$ cat config.mk
export PLATFORM = sky130hd
export DESIGN_NAME = key_unlock_csr
export DESIGN_NICKNAME = d
export VERILOG_FILES = /design/src/rtl/kunl_pkg.sv /design/src/rtl/kunl_key_shift.sv /design/src/rtl/kunl_csr_file.sv /design/src/rtl/key_unlock_csr.sv
export SDC_FILE = /design/constraint.sdc
export NUM_CORES = 1
export LEC_CHECK = 0
export ABC_AREA = 1
export BUFFER_PORTS_ARGS = -buffer_cell sky130_fd_sc_hd__buf_2
export CORE_UTILIZATION = 35
export DETAILED_ROUTE_END_ITERATION = 7
export PLACE_DENSITY = 0.57
export RECOVER_POWER = 50
export SETUP_SLACK_MARGIN = 0.2
export SYNTH_ARGS = -nofsm -noshare
export SYNTH_HDL_FRONTEND = slang
export SYNTH_SLANG_ARGS = --single-unit
$ cat constraint.sdc
create_clock -name clk -period 1.09 [get_ports clk]
set_input_delay 0.1635 -clock clk [delete_from_list [all_inputs] [get_ports clk]]
set_output_delay 0.1635 -clock clk [all_outputs]
set_load 0.02 [all_outputs]
$ cat src/rtl/kunl_pkg.sv
package kunl_pkg;
   localparam logic [63:0] KUNL_DEF_KEY = 64'h1289AB45CDD888FF;
   localparam logic [7:0]  KUNL_DEF_SIG = 8'h59;

   typedef enum logic [1:0] {
      SEL_STATUS,
      SEL_RESET,
      SEL_CTRL,
      SEL_NONE
   } kunl_sel_e;
endpackage

$ cat src/rtl/kunl_key_shift.sv
module kunl_key_shift #(
   parameter int BYTE_W    = 8,
   parameter int KEY_BYTES = 8,
   parameter logic [BYTE_W*KEY_BYTES-1:0] KEY_VALUE = kunl_pkg::KUNL_DEF_KEY
) (
   input  logic              clk,
   input  logic              rst_n,
   input  logic              key_start,
   input  logic              key_valid,
   input  logic [BYTE_W-1:0] key_byte,
   output logic              key_last,
   output logic              key_match
);
   localparam int KEY_W  = BYTE_W * KEY_BYTES;
   localparam int HOLD_W = KEY_W - BYTE_W;
   localparam int CNT_W  = $clog2(KEY_BYTES + 1);

   initial begin
      AST_KEY_BYTES_MIN: assert (KEY_BYTES >= 2) else $error("key needs two or more bytes");
      AST_BYTE_W_MIN: assert (BYTE_W >= 1) else $error("byte width must be positive");
   end

   logic [CNT_W-1:0]  cnt_q;
   logic [HOLD_W-1:0] hold_q;
   logic              accept;

   assign accept    = key_valid && !key_start && (cnt_q < CNT_W'(KEY_BYTES));
   assign key_last  = accept && (cnt_q == CNT_W'(KEY_BYTES - 1));
   assign key_match = ({key_byte, hold_q} == KEY_VALUE);

   always_ff @(posedge clk or negedge rst_n) begin
      if (!rst_n) begin
         cnt_q  <= CNT_W'(KEY_BYTES);
         hold_q <= '0;
      end else if (key_start) begin
         cnt_q  <= '0;
         hold_q <= '0;
      end else if (accept) begin
         cnt_q  <= cnt_q + 1'b1;
         hold_q <= {key_byte, hold_q[HOLD_W-1:BYTE_W]};
      end
   end

   AST_CNT_BOUND: assert property (@(posedge clk) disable iff (!rst_n)
      cnt_q <= CNT_W'(KEY_BYTES));
   AST_START_RESTARTS: assert property (@(posedge clk) disable iff (!rst_n)
      key_start |=> (cnt_q == '0));
   AST_DONE_STAYS: assert property (@(posedge clk) disable iff (!rst_n)
      (cnt_q == CNT_W'(KEY_BYTES) && !key_start) |=> (cnt_q == CNT_W'(KEY_BYTES)));
endmodule

$ cat src/rtl/kunl_csr_file.sv
module kunl_csr_file #(
   parameter int BYTE_W      = 8,
   parameter int ADDR_W      = 4,
   parameter int STATUS_ADDR = 0,
   parameter int RESET_ADDR  = 1,
   parameter int CTRL_ADDR   = 2,
   parameter int NVM_BIT     = 1,
   parameter logic [BYTE_W-1:0] HOLD_SIG = kunl_pkg::KUNL_DEF_SIG
) (
   input  logic              clk,
   input  logic              rst_n,
   input  logic              st_valid,
   input  logic [ADDR_W-1:0] st_addr,
   input  logic [BYTE_W-1:0] st_data,
   input  logic              ld_valid,
   input  logic [ADDR_W-1:0] ld_addr,
   input  logic              key_last,
   input  logic              key_match,
   output logic [BYTE_W-1:0] rd_data,
   output logic              rd_valid,
   output logic              core_reset,
   output logic              nvm_en
);
   import kunl_pkg::*;

   initial begin
      AST_NVM_BIT_FITS: assert (NVM_BIT > 0 && NVM_BIT < BYTE_W) else $error("status bit position");
      AST_ADDR_FITS: assert (CTRL_ADDR < (1 << ADDR_W) && RESET_ADDR < (1 << ADDR_W)) else $error("address width");
   end

   function automatic kunl_sel_e decode(input logic [ADDR_W-1:0] a);
      if (a == ADDR_W'(STATUS_ADDR))     return SEL_STATUS;
      else if (a == ADDR_W'(RESET_ADDR)) return SEL_RESET;
      else if (a == ADDR_W'(CTRL_ADDR))  return SEL_CTRL;
      else                               return SEL_NONE;
   endfunction

   kunl_sel_e         st_sel, ld_sel;
   logic              rst_wr, release_wr;
   logic              hold_q, nvm_q;
   logic [BYTE_W-1:0] ctrl_q;
   logic [BYTE_W-1:0] status_byte, read_mux;

   assign st_sel     = decode(st_addr);
   assign ld_sel     = decode(ld_addr);
   assign rst_wr     = st_valid && (st_sel == SEL_RESET);
   assign release_wr = rst_wr && (st_data != HOLD_SIG);

   always_ff @(posedge clk or negedge rst_n) begin
      if (!rst_n) begin
         hold_q <= 1'b0;
         nvm_q  <= 1'b0;
         ctrl_q <= '0;
      end else begin
         if (rst_wr) hold_q <= (st_data == HOLD_SIG);
         if (st_valid && st_sel == SEL_CTRL) ctrl_q <= st_data;
         if (release_wr)    nvm_q <= 1'b0;
         else if (key_last) nvm_q <= key_match && hold_q;
      end
   end

   always_comb begin
      status_byte          = '0;
      status_byte[0]       = hold_q;
      status_byte[NVM_BIT] = nvm_q;
      unique case (ld_sel)
         SEL_STATUS: read_mux = status_byte;
         SEL_RESET:  read_mux = BYTE_W'(hold_q);
         SEL_CTRL:   read_mux = ctrl_q;
         default:    read_mux = '0;
      endcase
   end

   always_ff @(posedge clk or negedge rst_n) begin
      if (!rst_n) begin
         rd_valid <= 1'b0;
         rd_data  <= '0;
      end else begin
         rd_valid <= ld_valid;
         rd_data  <= ld_valid ? read_mux : '0;
      end
   end

   assign core_reset = hold_q;
   assign nvm_en     = nvm_q;

   AST_NVM_NEEDS_HOLD: assert property (@(posedge clk) disable iff (!rst_n)
      nvm_en |-> core_reset);
   AST_RELEASE_CLEARS: assert property (@(posedge clk) disable iff (!rst_n)
      release_wr |=> (!nvm_en && !core_reset));
   AST_GRANT_NEEDS_KEY: assert property (@(posedge clk) disable iff (!rst_n)
      $rose(nvm_en) |-> $past(key_last && key_match));
   AST_MISMATCH_DENIES: assert property (@(posedge clk) disable iff (!rst_n)
      (key_last && !key_match) |=> !nvm_en);
   AST_RD_STROBE: assert property (@(posedge clk) disable iff (!rst_n)
      ld_valid |=> rd_valid);
   AST_RD_IDLE: assert property (@(posedge clk) disable iff (!rst_n)
      !ld_valid |=> (!rd_valid && rd_data == '0));
endmodule

$ cat src/rtl/key_unlock_csr.sv
module key_unlock_csr #(
   parameter int BYTE_W      = 8,
   parameter int ADDR_W      = 4,
   parameter int KEY_BYTES   = 8,
   parameter logic [BYTE_W*KEY_BYTES-1:0] KEY_VALUE = kunl_pkg::KUNL_DEF_KEY,
   parameter logic [BYTE_W-1:0] HOLD_SIG = kunl_pkg::KUNL_DEF_SIG,
   parameter int STATUS_ADDR = 0,
   parameter int RESET_ADDR  = 1,
   parameter int CTRL_ADDR   = 2,
   parameter int NVM_BIT     = 1
) (
   input  logic              clk,
   input  logic              rst_n,
   input  logic              st_valid,
   input  logic [ADDR_W-1:0] st_addr,
   input  logic [BYTE_W-1:0] st_data,
   input  logic              ld_valid,
   input  logic [ADDR_W-1:0] ld_addr,
   input  logic              key_start,
   input  logic              key_valid,
   input  logic [BYTE_W-1:0] key_byte,
   output logic [BYTE_W-1:0] rd_data,
   output logic              rd_valid,
   output logic              core_reset,
   output logic              nvm_en
);
   logic key_last, key_match;

   kunl_key_shift #(
      .BYTE_W(BYTE_W), .KEY_BYTES(KEY_BYTES), .KEY_VALUE(KEY_VALUE)
   ) u_key (
      .clk(clk), .rst_n(rst_n),
      .key_start(key_start), .key_valid(key_valid), .key_byte(key_byte),
      .key_last(key_last), .key_match(key_match)
   );

   kunl_csr_file #(
      .BYTE_W(BYTE_W), .ADDR_W(ADDR_W), .STATUS_ADDR(STATUS_ADDR),
      .RESET_ADDR(RESET_ADDR), .CTRL_ADDR(CTRL_ADDR), .NVM_BIT(NVM_BIT),
      .HOLD_SIG(HOLD_SIG)
   ) u_csr (
      .clk(clk), .rst_n(rst_n),
      .st_valid(st_valid), .st_addr(st_addr), .st_data(st_data),
      .ld_valid(ld_valid), .ld_addr(ld_addr),
      .key_last(key_last), .key_match(key_match),
      .rd_data(rd_data), .rd_valid(rd_valid),
      .core_reset(core_reset), .nvm_en(nvm_en)
   );
endmodule

Word level (Yosys, flattened, before mapping)
Cells that the tools add are included.
{"block": "classes", "n_addsub": 1, "mul": 0, "n_div": 0, "magnitude_cmp": 1, "eq_ne": 12, "shift": 0, "mux": 14, "bitwise": 0, "n_reduce_logical": 13}
{"op": "2-to-1 mux 56 bit", "n": 2}
{"op": "== test 64 x 61 -> 1 bit (second input constant)", "n": 1}
{"op": "one-hot mux 8 bit (3 select lines)", "n": 1}
{"op": "== test 4 x 1 -> 1 bit (second input constant)", "n": 2}
{"op": "== test 4 x 2 -> 1 bit (second input constant)", "n": 2}
{"op": "== test 8 x 7 -> 1 bit (second input constant)", "n": 1}
{"op": "logical NOT 4 bit", "n": 2}
{"op": "2-to-1 mux 2 bit", "n": 4}
{"op": "2-to-1 mux 4 bit", "n": 2}
{"op": "2-to-1 mux 8 bit", "n": 1}
{"op": "!= test 8 x 7 -> 1 bit (second input constant)", "n": 1}
{"op": "logical AND 1 bit", "n": 7}
{"op": "adder 4 x 1 -> 4 bit (second input constant)", "n": 1}
{"op": "== test 2 x 1 -> 1 bit (second input constant)", "n": 2}
{"op": "== test 2 bit (second input constant)", "n": 2}
{"op": "== test 4 x 3 -> 1 bit (second input constant)", "n": 1}
{"op": "< comparator 4 bit (second input constant)", "n": 1}
{"op": "2-to-1 mux 1 bit", "n": 4}
{"op": "nonzero test 2 bit", "n": 2}
{"op": "logical NOT 2 bit", "n": 1}
{"op": "logical NOT 1 bit", "n": 1}
{"block": "totals", "register_bits": 79, "latchBits": 0, "ram_bits": 0, "rom_bits": 0, "input_bits": 30, "out_inout_bits": 11, "elab_cells": 48, "memories": 0}

Depth between registers and ports, before layout
{"block": "depth", "word_depth": 8, "ltp_mapped": 8, "mapped_depth_nobuf": 8}

Hierarchy
A second synthesis with hierarchy kept.
{"block": "hier_totals", "hier_cells": 367, "hier_area_um2": 3453.3}
{"mod": "kunl_key_shift", "n_inst": 1, "cells_each": 274, "area_each_um2": 2625.0, "seq_area_each_um2": 1502.7}
{"mod": "kunl_csr_file", "n_inst": 1, "cells_each": 93, "area_each_um2": 828.3, "seq_area_each_um2": 475.5}

Worst setup path before layout
OpenSTA, ideal clock, no wires.
{"block": "synth_timing", "kind": "reg2reg", "startpoint": "reg u_key.cnt_q[3]", "endpoint": "reg u_key.hold_q[17]", "setup_time_ns": 0.126, "arrival_ns": 1.029, "t_required_ns": 0.964, "slack_ns": -0.065, "stages_incl_launch_ff": 6, "path_buffers": 2, "synth_period_minus_slack_ns": 1.155, "cell_sequence": "dfstp_2 > inv_1 > nand3_2 > buf_4 > buf_2 > o22ai_1"}
{"block": "synth_between", "elab_chain_cells": 3}
{"element": "start, declared", "line_no": "kunl_key_shift.sv:23", "text": "logic [CNT_W-1:0] cnt_q;"}
{"element": "start signal, assigned", "line_no": "kunl_key_shift.sv:33", "text": "cnt_q <= CNT_W'(KEY_BYTES);"}
{"element": "start signal, assigned", "line_no": "kunl_key_shift.sv:39", "text": "cnt_q <= cnt_q + 1'b1;"}
{"element": "< comparator 4 bit", "line_no": "kunl_key_shift.sv:27", "text": "assign accept = key_valid && !key_start && (cnt_q < CNT_W'(KEY_BYTES));"}
{"element": "logical AND 1 bit", "line_no": "kunl_key_shift.sv:27"}
{"element": "nonzero test 2 bit (no line)"}
{"element": "end signal, assigned", "line_no": "kunl_key_shift.sv:40", "text": "hold_q <= {key_byte, hold_q[HOLD_W-1:BYTE_W]};"}
{"element": "end, declared", "line_no": "kunl_key_shift.sv:24", "text": "logic [HOLD_W-1:0] hold_q;"}
No other way between the ends.
A chain may end at the register's enable or synchronous reset.

Worst setup path in the final report
{"block": "layout_timing", "startpoint": "reg u_key.cnt_q[3]", "endpoint": "reg u_key.hold_q[54]"}
The elaborated chain is that of the path after synthesis.

==> impl_metrics.ini <==
[finish]
drive_gt1_share_pct = 30.6
syn_to_final_growth_pct = 32.8
final_cell_mix = dfrtp_1, inv_1, nor2_1, nand2_1, o22ai_1
final_common_cell = dfrtp_1
nets = 454
nFillCells = 872
num_antenna_cells = 0

[logic_synthesis]
seq_area_frac_synth_pct = 59.9
syn-cell-area_mm2 = 0.00330
yosysWarnings = 0
syn_nets = 381
postSynthAreaPerCell_um2 = 9.43
syn_inst = 350
ys_ff_latch = 79
synth_area_leaders = dfrtp_1, inv_1, o22ai_1
yosysTopAreaCellShare_pct = 59.1
synth_top_cell_by_area = dfrtp_1
yosys.cell_types.count = 28

[sta]
hold_violations = 0
drv_slew = 0
timing.final.crit_share_pct = 110
finalCriticalPeriod_ps = 1200
skew_ps = 14.6
fmax_mhz = 834
rsz0062_at_grt = yes
hold_ws_ps = 19.4
setup_violations = 62
worst_slew_pin_slew_ps = 547
maxSlewHeadroom_pct = 63.5
final.setup.tns_ps = -4560
finalWorstSetupSlack_ps = -110

[run]
drv_cap = 0

[global_routing]
antenna_found_initial = 0
track_usage_pct = 14.8
grt_pass1_vias = 2437
overflow = 0
grt_max_degree = 49
grt_pass1_wl_um = 11400

[worst_setup_path]
cp_slowest_cell = dfstp_2
reg2reg_slack_ps = -110
end_kind = register
path_cells = inv_2 -> nand3_4 -> nand2_4 -> clkbuf_16 -> o21ai_1
required_ps = 1360
crit_path_max_fanout = 12
max_stage_delay_ps = 530
critPathKind = reg -> reg
cp_top_family = flip-flops
rr_endpoint = u_key.hold_q[54]$_DFFE_PN0P_
cp.arrival_ps = 1470
start_kind = register
r2r_cells = 5
cp_num_buf_inv = 2
timing.rr.start = u_key.cnt_q[3]$_DFFE_PN1P_

[route]
vias = 2562
drt_first_pass_iters = 6
ant_nets = 0
via_per_inst = 4.75
drcViolationCount = 2
wirelength_um = 7310
drt_iter0_drc = 86
wl_per_cell_um = 13.6

[pwr]
ir_drop_uv = 561
p_leak_nw = 2.06
p_per_area_mw_per_mm2 = 1450
p_total_mw = 6.35

[hold_path]
min_from = key_start
worstHoldEndpoint = u_key.cnt_q[3]$_DFFE_PN1P_
hold_depth = 2
hold_class = in -> reg

[placed_design]
pre_cts_ws_ps = -78.3
dpl.hpwl_um = 4780
gp_congestion = 0.740
port_buffers = 40

[clock_tree]
insertion_delay_ps = 350
cts-root-buf = clkbuf_8
cts_buffers = 9
htreeDepth = 3
clockBufferDepth = 2
cts.sinks = 79
cts_tree = done
path_clk_slew_ps = 80

[floorplanning]
rows = 35
die-area_mm2 = 0.00983
die_width_um = 99.1
ioPinCount = 41
die_h_um = 99.1
initial_core_util_pct = 35.9
core-area_mm2 = 0.00920

[status]
violations = DRC, setup timing
status = finished, violations left
[cell families after synthesis]
logic type      after synthesis  synth area share [%]
mux                           1                 0.455
fa+ha+maj                     1                 0.379
flops                        79                  59.9
compound gates               71                  13.5
xor+xnor                      1                 0.265
buf+inv                      93                  11.7
simple gates                104                  13.8
[sequential cells by signal, indices dropped and copies added, names as in the netlist]
| signal | count |
|---|---|
| u_csr.nvm_en | 1 |
| u_key.cnt_q | 4 |
| u_key.hold_q | 56 |
| u_csr.rd_data | 8 |
| u_csr.ctrl_q | 8 |
| u_csr.rd_valid | 1 |
| u_csr.core_reset | 1 |
[cell usage after synthesis]
| cell type | count |
|---|---|
| mux2_4 | 1 |
| buf_2 | 6 |
| o22ai_1 | 45 |
| nand3_2 | 1 |
| nand3b_1 | 1 |
| buf_6 | 3 |
| inv_2 | 2 |
| a21boi_0 | 1 |
| o21bai_1 | 1 |
| inv_1 | 77 |
| nand3_1 | 19 |
| nand4_4 | 1 |
| dfstp_2 | 1 |
| nor2_1 | 37 |
| buf_4 | 2 |
| a21oi_2 | 4 |
| nand4_1 | 4 |
| a21oi_1 | 2 |
| clkbuf_1 | 3 |
| nor3_1 | 1 |
| ha_1 | 1 |
| o21ai_0 | 14 |
| nand2_1 | 39 |
| or2_1 | 1 |
| dfrtp_1 | 78 |
| o21ai_2 | 3 |
| xnor2_1 | 1 |
| o31ai_1 | 1 |
[final cells by class]
| type | count | area (um^2) | area share, % |
|---|---|---|---|
| sequential | 79 | 1980 | 45.1 |
| multi-input combinational | 178 | 1100 | 25.2 |
| timing repair buffer | 76 | 652 | 14.9 |
| inverter | 79 | 299 | 6.82 |
| tap | 111 | 139 | 3.17 |
| clock buffer | 11 | 131 | 3.00 |
| clock inverter | 5 | 81.3 | 1.85 |
[how the worst max path moves through the flow]
| stage | startpoint | endpoint | slack (ps) | cells past startpoint |
|---|---|---|---|---|
| after floorplan | u_key.cnt_q[3]$_DFFE_PN1P_ | u_key.hold_q[50]$_DFFE_PN0P_ | -30 | 6 |
| after global placement | u_key.cnt_q[3]$_DFFE_PN1P_ | u_key.hold_q[49]$_DFFE_PN0P_ | -80 | 6 |
| after detailed placement | u_key.cnt_q[3]$_DFFE_PN1P_ | u_csr.nvm_en$_DFFE_PN0P_ | -80 | 7 |
| after CTS | u_key.cnt_q[3]$_DFFE_PN1P_ | u_csr.nvm_en$_DFFE_PN0P_ | -80 | 7 |
| after global routing | u_key.cnt_q[3]$_DFFE_PN1P_ | u_key.hold_q[22]$_DFFE_PN0P_ | -180 | 5 |
| final | u_key.cnt_q[3]$_DFFE_PN1P_ | u_key.hold_q[54]$_DFFE_PN0P_ | -110 | 5 |
[metrics by stage]
step                utilization, %  std cells  area, um^2
global placement              41.7        513        3840
finish                        47.7        539        4390
global route                  47.7        539        4390
detailed placement            41.7        513        3840
CTS                           45.5        534        4180
floorplan                        -        350        3360
[power breakdown]
part | switching (mW) | internal [mW]
logic | 0.445 | 0.381
registers | 0.0783 | 3.07
clock network | 1.07 | 1.30
total | 1.60 | 4.75
[layer usage]
metal	global-route usage, %	vias to the layer above	wire length (um)
li1	-	1271	-
met1	21.1	1231	3410
met2	22.8	51	3560
met3	2.18	9	238
met4	6.45	0	96
met5	0	-	0
[timing repair]
action | in CTS | in global routing
endpoints found under the setup margin | 72 | 73
resized for setup | 31 | 37
endpoints found under the hold margin | 31 | 0
gates cloned | 0 | 3
hold buffers | 3 | 0
pin swaps | 0 | 2
buffers inserted | 2 | 2
(Power assumes the default switching activity.)
